File: src/rtl/rng_poll_pkg.sv
package rng_poll_pkg;

    localparam int WORD_W = 32;

    typedef enum logic [0:0] {
        FS_IDLE = 1'b0,
        FS_FILL = 1'b1
    } fill_state_e;

    // control word fields
    localparam int CTRL_ENG_BIT = 3;
    localparam int CTRL_GO_BIT  = 4;

    // status word fields
    localparam int ST_READY_BIT = 0;
    localparam int ST_SEED_BIT  = 1;
    localparam int ST_BUSY_BIT  = 2;
    localparam int ST_SW_LO     = 3;
    localparam int ST_SW_HI     = 5;
    localparam int ST_DONE_BIT  = 5;
    localparam int ST_ERR_BIT   = 7;

    // one Galois step: shift right, fold mask in when a one leaves
    function automatic logic [WORD_W-1:0] lfsr_step(
        input logic [WORD_W-1:0] cur,
        input logic [WORD_W-1:0] mask
    );
        lfsr_step = {1'b0, cur[WORD_W-1:1]} ^ (cur[0] ? mask : '0);
    endfunction

endpackage

File: src/rtl/rng_seed_track.sv
module rng_seed_track
    import rng_poll_pkg::*;
#(
    parameter int N_WORDS = 5,
    parameter int IDX_W   = 3
) (
    input  logic              clk,
    input  logic              rst_n,
    input  logic              ld_en,
    input  logic [IDX_W-1:0]  ld_idx,
    input  logic [WORD_W-1:0] ld_val,
    output logic              seed_done,
    output logic [WORD_W-1:0] fold
);

    logic [WORD_W-1:0]  slots [N_WORDS];
    logic [N_WORDS-1:0] loaded;

    always_ff @(posedge clk or negedge rst_n) begin
        if (!rst_n) begin
            loaded <= '0;
            for (int k = 0; k < N_WORDS; k++) slots[k] <= '0;
        end else if (ld_en) begin
            for (int k = 0; k < N_WORDS; k++) begin
                if (ld_idx == IDX_W'(k)) begin
                    slots[k]  <= ld_val;
                    loaded[k] <= 1'b1;
                end
            end
        end
    end

    assign seed_done = &loaded;

    always_comb begin
        fold = '0;
        for (int k = 0; k < N_WORDS; k++) fold = fold ^ slots[k];
    end

    // once every slot is loaded the ready flag never drops
    a_r2_seed_ready_sticky: assert property (@(posedge clk) disable iff (!rst_n)
        seed_done |=> seed_done);

endmodule

File: src/rtl/rng_fill_fsm.sv
module rng_fill_fsm
    import rng_poll_pkg::*;
#(
    parameter int                N_WORDS  = 5,
    parameter int                IDX_W    = 3,
    parameter logic [WORD_W-1:0] POLY     = 32'h8020_0003,
    parameter logic [WORD_W-1:0] FALLBACK = 32'h0000_0001
) (
    input  logic              clk,
    input  logic              rst_n,
    input  logic              go,
    input  logic [WORD_W-1:0] fold,
    output logic              busy,
    output logic              word_we,
    output logic [IDX_W-1:0]  word_idx,
    output logic [WORD_W-1:0] word_val,
    output logic              fill_done
);

    localparam logic [IDX_W-1:0] LAST = IDX_W'(N_WORDS - 1);

    fill_state_e       state;
    logic [IDX_W-1:0]  idx;
    logic [WORD_W-1:0] lfsr;

    // state register process
    always_ff @(posedge clk or negedge rst_n) begin
        if (!rst_n) begin
            state <= FS_IDLE;
            idx   <= '0;
            lfsr  <= FALLBACK;
        end else begin
            unique case (state)
                FS_IDLE: begin
                    if (go) begin
                        state <= FS_FILL;
                        idx   <= '0;
                        lfsr  <= (fold == '0) ? FALLBACK : fold;
                    end
                end
                FS_FILL: begin
                    lfsr <= lfsr_step(lfsr, POLY);
                    if (idx == LAST) begin
                        state <= FS_IDLE;
                        idx   <= '0;
                    end else begin
                        idx <= idx + 1'b1;
                    end
                end
            endcase
        end
    end

    // output process
    always_comb begin
        busy      = 1'b0;
        word_we   = 1'b0;
        fill_done = 1'b0;
        word_idx  = idx;
        word_val  = lfsr_step(lfsr, POLY);
        unique case (state)
            FS_IDLE: begin
                busy = 1'b0;
            end
            FS_FILL: begin
                busy      = 1'b1;
                word_we   = 1'b1;
                fill_done = (idx == LAST);
            end
        endcase
    end

    // the fill index never passes the last slot
    a_r5_index_in_range: assert property (@(posedge clk) disable iff (!rst_n)
        busy |-> (idx <= LAST));

    // the last fill cycle returns the machine to idle
    a_r5_finish_to_idle: assert property (@(posedge clk) disable iff (!rst_n)
        fill_done |=> !busy);

    // the shift register never locks up at zero while filling
    a_r6_state_nonzero: assert property (@(posedge clk) disable iff (!rst_n)
        busy |-> (lfsr != '0));

endmodule

File: src/rtl/rng_out_bank.sv
module rng_out_bank
    import rng_poll_pkg::*;
#(
    parameter int N_WORDS = 5,
    parameter int IDX_W   = 3
) (
    input  logic              clk,
    input  logic              rst_n,
    input  logic              we,
    input  logic [IDX_W-1:0]  wr_idx,
    input  logic [WORD_W-1:0] wr_val,
    input  logic [IDX_W-1:0]  rd_idx,
    output logic [WORD_W-1:0] rd_val
);

    logic [WORD_W-1:0] words [N_WORDS];

    always_ff @(posedge clk or negedge rst_n) begin
        if (!rst_n) begin
            for (int k = 0; k < N_WORDS; k++) words[k] <= '0;
        end else if (we) begin
            for (int k = 0; k < N_WORDS; k++) begin
                if (wr_idx == IDX_W'(k)) words[k] <= wr_val;
            end
        end
    end

    always_comb begin
        rd_val = '0;
        for (int k = 0; k < N_WORDS; k++) begin
            if (rd_idx == IDX_W'(k)) rd_val = words[k];
        end
    end

endmodule

File: src/rtl/rng_poll_ctrl.sv
module rng_poll_ctrl
    import rng_poll_pkg::*;
#(
    parameter int                ADDR_W   = 12,
    parameter int                N_WORDS  = 5,
    parameter logic [WORD_W-1:0] POLY     = 32'h8020_0003,
    parameter logic [WORD_W-1:0] FALLBACK = 32'h0000_0001
) (
    input  logic              clk,
    input  logic              rst_n,
    input  logic              bus_valid,
    input  logic              bus_write,
    input  logic [ADDR_W-1:0] bus_addr,
    input  logic [31:0]       bus_wdata,
    output logic [31:0]       bus_rdata
);

    localparam int IDX_W = (N_WORDS > 1) ? $clog2(N_WORDS) : 1;
    localparam logic [ADDR_W-1:0] A_CTRL     = ADDR_W'('h000);
    localparam logic [ADDR_W-1:0] A_STAT     = ADDR_W'('h010);
    localparam logic [ADDR_W-1:0] A_SEED     = ADDR_W'('h140);
    localparam logic [ADDR_W-1:0] A_OUT      = ADDR_W'('h160);
    localparam logic [ADDR_W-1:0] A_SEED_END = A_SEED + ADDR_W'(4 * N_WORDS);
    localparam logic [ADDR_W-1:0] A_OUT_END  = A_OUT + ADDR_W'(4 * N_WORDS);

    // address decode
    logic             aligned, hit_ctrl, hit_stat, hit_seed, hit_out;
    logic [IDX_W-1:0] seed_idx, out_idx;

    always_comb begin
        aligned  = (bus_addr[1:0] == 2'b00);
        hit_ctrl = (bus_addr == A_CTRL);
        hit_stat = (bus_addr == A_STAT);
        hit_seed = aligned && (bus_addr >= A_SEED) && (bus_addr < A_SEED_END);
        hit_out  = aligned && (bus_addr >= A_OUT) && (bus_addr < A_OUT_END);
        seed_idx = IDX_W'((bus_addr - A_SEED) >> 2);
        out_idx  = IDX_W'((bus_addr - A_OUT) >> 2);
    end

    logic wr_acc, rd_acc, wr_ctrl, wr_stat, wr_seed;
    assign wr_acc  = bus_valid && bus_write;
    assign rd_acc  = bus_valid && !bus_write;
    assign wr_ctrl = wr_acc && hit_ctrl;
    assign wr_stat = wr_acc && hit_stat;
    assign wr_seed = wr_acc && hit_seed;

    // sub-blocks
    logic              seed_done;
    logic [WORD_W-1:0] fold;
    logic              busy, word_we, fill_done;
    logic [IDX_W-1:0]  word_idx;
    logic [WORD_W-1:0] word_val, out_rd;
    logic              go;

    rng_seed_track #(.N_WORDS(N_WORDS), .IDX_W(IDX_W)) u_seed (
        .clk       (clk),
        .rst_n     (rst_n),
        .ld_en     (wr_seed),
        .ld_idx    (seed_idx),
        .ld_val    (bus_wdata),
        .seed_done (seed_done),
        .fold      (fold)
    );

    assign go = wr_ctrl && bus_wdata[CTRL_ENG_BIT] && bus_wdata[CTRL_GO_BIT]
                && seed_done && !busy;

    rng_fill_fsm #(
        .N_WORDS  (N_WORDS),
        .IDX_W    (IDX_W),
        .POLY     (POLY),
        .FALLBACK (FALLBACK)
    ) u_fsm (
        .clk       (clk),
        .rst_n     (rst_n),
        .go        (go),
        .fold      (fold),
        .busy      (busy),
        .word_we   (word_we),
        .word_idx  (word_idx),
        .word_val  (word_val),
        .fill_done (fill_done)
    );

    rng_out_bank #(.N_WORDS(N_WORDS), .IDX_W(IDX_W)) u_out (
        .clk    (clk),
        .rst_n  (rst_n),
        .we     (word_we),
        .wr_idx (word_idx),
        .wr_val (word_val),
        .rd_idx (out_idx),
        .rd_val (out_rd)
    );

    // control and software-owned status bits
    logic [WORD_W-1:0]          ctrl_q;
    logic [ST_SW_HI:ST_SW_LO]   sw_q;

    always_ff @(posedge clk or negedge rst_n) begin
        if (!rst_n) begin
            ctrl_q <= '0;
            sw_q   <= '0;
        end else begin
            if (wr_ctrl) begin
                ctrl_q              <= bus_wdata;
                ctrl_q[CTRL_GO_BIT] <= 1'b0;
            end
            if (wr_stat) sw_q <= bus_wdata[ST_SW_HI:ST_SW_LO];
            if (fill_done) sw_q[ST_DONE_BIT] <= 1'b1;
        end
    end

    logic [WORD_W-1:0] status_word;
    always_comb begin
        status_word                        = '0;
        status_word[ST_READY_BIT]          = 1'b1;
        status_word[ST_SEED_BIT]           = seed_done;
        status_word[ST_BUSY_BIT]           = busy;
        status_word[ST_SW_HI:ST_SW_LO]     = sw_q;
        status_word[ST_ERR_BIT]            = 1'b0;
    end

    // read path
    logic [WORD_W-1:0] rd_next;
    always_comb begin
        rd_next = '0;
        if (hit_ctrl)      rd_next = ctrl_q;
        else if (hit_stat) rd_next = status_word;
        else if (hit_out)  rd_next = out_rd;
    end

    always_ff @(posedge clk or negedge rst_n) begin
        if (!rst_n)      bus_rdata <= '0;
        else if (rd_acc) bus_rdata <= rd_next;
    end

    // the start bit is never held in the control register
    a_r4_start_self_clear: assert property (@(posedge clk) disable iff (!rst_n)
        !ctrl_q[CTRL_GO_BIT]);

    // an accepted start is followed by a busy engine
    a_r3_accept_starts_fill: assert property (@(posedge clk) disable iff (!rst_n)
        go |=> busy);

    // a run in progress is never cut short
    a_r9_run_uninterrupted: assert property (@(posedge clk) disable iff (!rst_n)
        (busy && !fill_done) |=> busy);

    // hardware-owned fixed status bits
    a_r7_fixed_status_bits: assert property (@(posedge clk) disable iff (!rst_n)
        status_word[ST_READY_BIT] && !status_word[ST_ERR_BIT]);

    // seed slots read back as zero
    a_r8_seed_reads_zero: assert property (@(posedge clk) disable iff (!rst_n)
        (rd_acc && hit_seed) |=> (bus_rdata == '0));

endmodule

File: config.mk
export PLATFORM = sky130hd
export DESIGN_NAME = rng_poll_ctrl
export DESIGN_NICKNAME = d
export VERILOG_FILES = /design/src/rtl/rng_poll_pkg.sv /design/src/rtl/rng_seed_track.sv /design/src/rtl/rng_fill_fsm.sv /design/src/rtl/rng_out_bank.sv /design/src/rtl/rng_poll_ctrl.sv
export SDC_FILE = /design/constraint.sdc
export NUM_CORES = 1
export LEC_CHECK = 0
export BUFFER_PORTS_ARGS = -buffer_cell sky130_fd_sc_hd__buf_2
export CORE_ASPECT_RATIO = 0.9
export CORE_UTILIZATION = 30
export CTS_CLUSTER_DIAMETER = 100
export DETAILED_ROUTE_END_ITERATION = 8
export PLACE_DENSITY = 0.52
export REMOVE_ABC_BUFFERS = 1
export SLEW_MARGIN = 30
export SYNTH_ARGS = -nofsm -noshare
export SYNTH_HDL_FRONTEND = slang
export SYNTH_SLANG_ARGS = --single-unit
File: constraint.sdc
create_clock -name clk -period 4.5 [get_ports clk]
set_input_delay 0.675 -clock clk [delete_from_list [all_inputs] [get_ports clk]]
set_output_delay 0.675 -clock clk [all_outputs]
set_load 0.01 [all_outputs]
==> results of run 1 <==
[final timing paths]
path	from	endpoint	slack, ps	depth (start not counted)
hold / removal	rst_n	u_out.words[102]	40	1
hold reg to reg	u_seed.loaded[2]	u_seed.loaded[2]	460	1
min in group clk	bus_wdata[6]	u_seed.slots[38]	390	2
setup reg to reg	u_seed.loaded[4]	u_fsm.lfsr[20]	2040	8
setup / recovery	bus_addr[2]	u_seed.slots[92]	1650	7
max in group asynchronous	rst_n	u_seed.slots[74]	3240	2
[flip-flops by register name (all words and copies together), names as in the netlist]
name and flops:
bus_rdata 32, ctrl_q 31, sw_q 3, u_fsm.lfsr 32, u_fsm.state 1, u_fsm.word_idx 3, u_out.words 160, u_seed.loaded 5
u_seed.slots 160
[cells in the mapped netlist, drive strengths merged, types with 22 or more instances]
cell and n:
xnor3 22, xnor2 87, o21ai 60, nand2 104, mux2 340, mux4 24
dfrtp 426, a22o 25, a221oi 26, buf 34, nor2 68, clkbuf 46
[per-stage QoR]
stage	std cells	power, mW	instance area, sq um	setup WS (ps)
after global routing	2362	8.475	22070	1581
after floorplan	1312	4.074	18650	681.8
after detailed placement	2276	4.327	20510	1073
after CTS	2362	8.290	22070	1695
after global placement	2276	4.322	20500	1079
final	2363	8.147	22080	1655
[per-layer routing]
metal,vias up,share of wire
li1,5193,-
met1,6110,0.48
met2,217,0.47
met3,62,0.039
met4,0,0.016
met5,-,0
[critical path: stages]
cell	delay (ps)
buf_2	170
nor2_2	540
o211ai_1	240
or3_1	520
nor3b_4	250
buf_4	470
mux2_2	400
[report_power, final]
| part | switching (mW) | total, mW | leakage [nW] | internal, mW |
|---|---|---|---|---|
| Clock | 1.59 | 3.90 | 0.778 | 2.31 |
| Combinational | 0.245 | 0.355 | 3.63 | 0.110 |
| Sequential | 0.0171 | 3.89 | 5.16 | 3.87 |
| Total | 1.85 | 8.15 | 9.57 | 6.30 |
[logic make-up (layout without fill, tap and decap cells)]
kind of cell	count (synthesis)	in the layout	synth area share
simple gates	214	214	0.05036
fa+ha+maj	5	5	0.003288
compound gates	175	175	0.06253
buf+inv	88	213	0.02130
flops	427	427	0.5616
other cells	0	1	0
mux	374	374	0.2349
xor+xnor	109	109	0.06608
[cell type report]
class                           count  area [sq um]
Tap cell                          845          1057
Sequential cell                   427         10690
Multi-Input combinational cell    877          7989
Clock inverter                     14         167.7
Timing Repair Buffer              119         743.2
Antenna cell                        1         2.502
Clock buffer                       72          1400
Fill cell                        6176         40620
Inverter                            8         30.03
==> impl_metrics.env, run 1 <==
export IMPL_clock_sinks=427
export IMPL_met1_usage=0.2283
export IMPL_worstPathArrival_ps=3300
export IMPL_worst_setup_path_type="in -> reg"
export IMPL_io_buffers=79
export IMPL_ioPinCount=80
export IMPL_syn_area_sq_um=19030
export IMPL_cts_resized=0
export IMPL_grt_max_degree=142
export IMPL_slew_viol_final=0
export IMPL_final_hold_viol_count=0
export IMPL_wl_per_cell_microns=21.40
export IMPL_finalCritPeriodShare=0.6322
export IMPL_netlist_instances=1392
export IMPL_setup_viol=0
export IMPL_synth_distinct_cells=46
export IMPL_grt_use_met3=0.03071
export IMPL_root_buffer="clkbuf_16"
export IMPL_synth_main_ff_cell="dfrtp_1"
export IMPL_cts_path_max_buffers=3
export IMPL_clock_latency_ps=600
export IMPL_design_die_area_sq_um=64440
export IMPL_first_global_vias=12350
export IMPL_dp_hpwl_microns=32200
export IMPL_synth_area_top_cells="dfrtp_1, mux2_2, xnor2_1, mux4_2, xnor3_1"
export IMPL_max_freq_mhz=351.5
export IMPL_synth_avg_cell_area_sq_um=13.67
export IMPL_drt_first_pass_iters=6
export IMPL_area_growth_pct=16.01
export IMPL_rsz0062_at_grt="no"
export IMPL_synth_seq_cells=427
export IMPL_antenna_found_initial=0
export IMPL_die_w_microns=267.5
export IMPL_hold_path_class="in -> async"
export IMPL_synth_yosys_seq_area_share=0.5616
export IMPL_drtIter0Drc=590
export IMPL_routed_wl_microns=50570
export IMPL_synth_warning_count=0
export IMPL_grt_use_met2=0.2605
export IMPL_fin_nets=1533
export IMPL_powerDensity_nw_per_um2=369.1
export IMPL_grt_ovfl_total=0
export IMPL_hold_buffers=0
export IMPL_cts_tree="yes"
export IMPL_end_kind="flip-flop"
export IMPL_slew_headroom=0.4263
export IMPL_required_ps=4960
export IMPL_synth_enable_flop_cells=0
export IMPL_final_common_cell="dfrtp_1"
export IMPL_fin_tns_setup_ps=0
export IMPL_final_cell_mix="dfrtp_1, mux2_2, nand2_1, xnor2_1, buf_2"
export IMPL_grt_pass1_wl_microns=78650
export IMPL_layout_min_cycle_time_ps=2845
export IMPL_yosysTopAreaCell="dfrtp_1"
export IMPL_core_sq_um=62700
export IMPL_whs_ps=38.11
export IMPL_critPathLaunchType="input pin"
export IMPL_yosys_area_top_type_share=0.5602
export IMPL_place_gp_congestion=0.7629
export IMPL_finClkSkew_ps=33.48
export IMPL_htreeDepth=2
export IMPL_postCtsSetupBuffers=0
export IMPL_numCtsBuffers=47
export IMPL_drc_errors=0
export IMPL_die_h_microns=240.9
export IMPL_row_count=87
export IMPL_detailroute_via_count=11580
export IMPL_synthArstFlopShare=1.000
export IMPL_drv_cap=0
export IMPL_viasPerCell=4.901
export IMPL_fin_util=0.3521
export IMPL_outcome="finished clean"
export IMPL_drive_gt1_frac=0.3817
export IMPL_initial_core_util=0.3035
export IMPL_clk_pin_slew_worst_paths_ps=60
export IMPL_grt_busiest_layer="met2"
export IMPL_worstPathMaxFanout=23
export IMPL_p_leak_nw=9.569
export IMPL_ir_drop_mv=0.2272
export IMPL_gr_usage_all_layers=0.1625
export IMPL_tightest_slew_ps=860.5
export IMPL_antenna_left=0
Note: power is estimated with default switching activity, not from simulation.
==> run 2, diff against run 1 <==
--- a/config.mk
+++ b/config.mk
@@ -10,7 +10,7 @@
 export CORE_UTILIZATION = 30
 export CTS_CLUSTER_DIAMETER = 100
 export DETAILED_ROUTE_END_ITERATION = 8
-export PLACE_DENSITY = 0.52
+export PLACE_DENSITY = 0.53
 export REMOVE_ABC_BUFFERS = 1
 export SLEW_MARGIN = 30
 export SYNTH_ARGS = -nofsm -noshare
==> constraint.sdc (replaced) <==
create_clock -name clk -period 2.57 [get_ports clk]
set_input_delay 0.3855 -clock clk [delete_from_list [all_inputs] [get_ports clk]]
set_output_delay 0.3855 -clock clk [all_outputs]
set_load 0.01 [all_outputs]
==> impl_metrics.env, run 2 (synthesis results as in run 1) <==
export IMPL_drc_errors=0
export IMPL_final_hold_viol_count=0
export IMPL_clock_latency_ps=580
export IMPL_max_freq_mhz=427.7
export IMPL_design_die_area_sq_um=64440
export IMPL_postCtsSetupBuffers=0
export IMPL_rsz0062_at_grt="no"
export IMPL_grt_ovfl_total=0
export IMPL_critPathLaunchType="flip-flop"
export IMPL_seqCellArea_sq_um=10690
export IMPL_drive_gt1_frac=0.3935
export IMPL_nFillCells=6115
export IMPL_core_sq_um=62700
export IMPL_clk_pin_slew_worst_paths_ps=60
export IMPL_required_ps=3080
export IMPL_place_gp_congestion=0.7695
export IMPL_die_w_microns=267.5
export IMPL_area_growth_pct=18.63
export IMPL_antenna_left=0
export IMPL_detailroute_via_count=11690
export IMPL_p_leak_nw=9.796
export IMPL_grt_max_degree=69
export IMPL_antenna_found_initial=1
export IMPL_initial_core_util=0.3035
export IMPL_wl_per_cell_microns=20.71
export IMPL_r2r_setup_slack_ps=230
export IMPL_cts_path_max_buffers=3
export IMPL_fin_util=0.3600
export IMPL_root_buffer="clkbuf_16"
export IMPL_timing_rr_start="u_seed.slots[107]"
export IMPL_crit_chain="xnor3_1 -> xnor2_1 -> nand4_1 -> nor4_2 -> buf_4 -> nand4_1 -> buf_4 -> a21oi_1"
export IMPL_worstPathArrival_ps=2850
export IMPL_gr_usage_all_layers=0.1581
export IMPL_cts_tree="yes"
export IMPL_critical_path_max_stage_delay_ps=410
export IMPL_slew_headroom=0.4806
export IMPL_viasPerCell=4.892
export IMPL_n_antenna_cell=0
export IMPL_worstPathMaxFanout=2
export IMPL_final_common_cell="dfrtp_1"
export IMPL_ioPinCount=80
export IMPL_final_cell_mix="dfrtp_1, mux2_2, nand2_1, xnor2_1, buf_2"
export IMPL_ir_drop_mv=0.4162
export IMPL_setup_viol=0
export IMPL_numCtsBuffers=49
export IMPL_fin_nets=1568
export IMPL_reg_top3="u_out.words: 160 flops, u_seed.slots: 160 flops"
export IMPL_layout_min_cycle_time_ps=2338
export IMPL_drt_first_pass_iters=5
export IMPL_multi_input_area_sq_um=7990
export IMPL_crit_path_top_delay_cell="nor4_2"
export IMPL_drv_cap=0
export IMPL_worst_setup_path_type="reg -> reg"
export IMPL_row_count=87
export IMPL_timing_rr_end="u_fsm.lfsr[0]"
export IMPL_end_kind="flip-flop"
export IMPL_post_dp_cell_area_sq_um=20970
export IMPL_dp_hpwl_microns=32710
export IMPL_tightest_slew_ps=776.3
export IMPL_die_h_microns=240.9
export IMPL_first_global_vias=12360
export IMPL_io_buffers=79
export IMPL_finalCritPeriodShare=0.9097
export IMPL_hold_path_class="in -> reg"
export IMPL_fin_area_sq_um=22570
export IMPL_finClkSkew_ps=16.68
export IMPL_hold_depth=2
export IMPL_slew_viol_final=0
export IMPL_grt_pass1_wl_microns=76840
export IMPL_routed_wl_microns=49490
export IMPL_outcome="finished clean"
export IMPL_drtIter0Drc=699
export IMPL_rr_worst_depth=8
export IMPL_worst_hold_path_endpoint="u_seed.slots[125]"
export IMPL_htreeDepth=2
export IMPL_powerDensity_nw_per_um2=637.3
export IMPL_clock_sinks=427
export IMPL_min_delay_start="bus_wdata[29]"
[run 2: cell count changes in the layout (fill, tap and decap cells not counted), moves of 2 or more]
cell / change
clkbuf_1: -3
clkbuf_16: +4
buf_4: +14
clkinv_2: -5
buf_12: +18
nand2_2: -2
nand2_1: +2
clkinv_8: -2
[run 2: cell type report]
class	count	area share
sequential	427	0.4734
multi-input combinational	877	0.3540
clock buffer	74	0.06657
timing repair buffer	152	0.05399
tap	845	0.04683
clock inverter	7	0.003935
inverter	8	0.001330
[run 2: metrics by stage]
step	power, mW	setup WS, ps	TNS (ps)	instances	hold slack [ps]
5_1_grt	14.91	31.06	0	2390	96.14
4_1_cts	14.60	93.25	0	2390	66.92
3_3_place_gp	7.613	-41.92	-1857	2308	414.9
2_1_floorplan	7.133	-958.7	-207440	1312	89.91
3_5_place_dp	7.619	-46.90	-1611	2308	417.8
6_report	14.39	232.0	0	2390	106.1
[run 2: worst max path at each step]
stage | from | slack (ps) | to | cells after the start
global placement | bus_addr[9] | -40 | u_seed.slots[80] | 7
floorplan | bus_addr[9] | -960 | u_seed.slots[0] | 5
detailed placement | bus_addr[9] | -50 | u_seed.slots[80] | 7
CTS | u_seed.slots[109] | 90 | u_fsm.lfsr[0] | 8
finish | u_seed.slots[107] | 230 | u_fsm.lfsr[0] | 8
global route | u_seed.slots[107] | 30 | u_fsm.lfsr[0] | 8
[run 2: per-layer routing]
metal | vias to the layer above | wire (microns) | track usage
li1 | 5220 | - | -
met1 | 6201 | 23190 | 0.2210
met2 | 204 | 23290 | 0.2526
met3 | 66 | 2049 | 0.03010
met4 | 0 | 957 | 0.03792
met5 | - | 0 | 0
[run 2: critical path, delay by kind of cell, from the launching register on]
family	cells	cell delay, ps
XOR/XNOR	2	720
AO/OA/AOI/OAI	1	120
AND/OR/NAND/NOR	3	750
flip-flops	1	350
buffers and inverters	2	340
[run 2: power breakdown]
part | total [mW] | switching, mW | leakage (nW) | internal, mW
Clock | 6.91 | 2.72 | 0.788 | 4.19
Sequential | 6.81 | 0.0269 | 5.16 | 6.78
Combinational | 0.672 | 0.443 | 3.85 | 0.229
[run 2: what timing repair did]
action / in CTS / in global routing
endpoints found under the setup margin: 0 / 1
hold buffers: 1 / 0
gates resized for setup: 0 / 1
hold endpoints to repair: 56 / 0
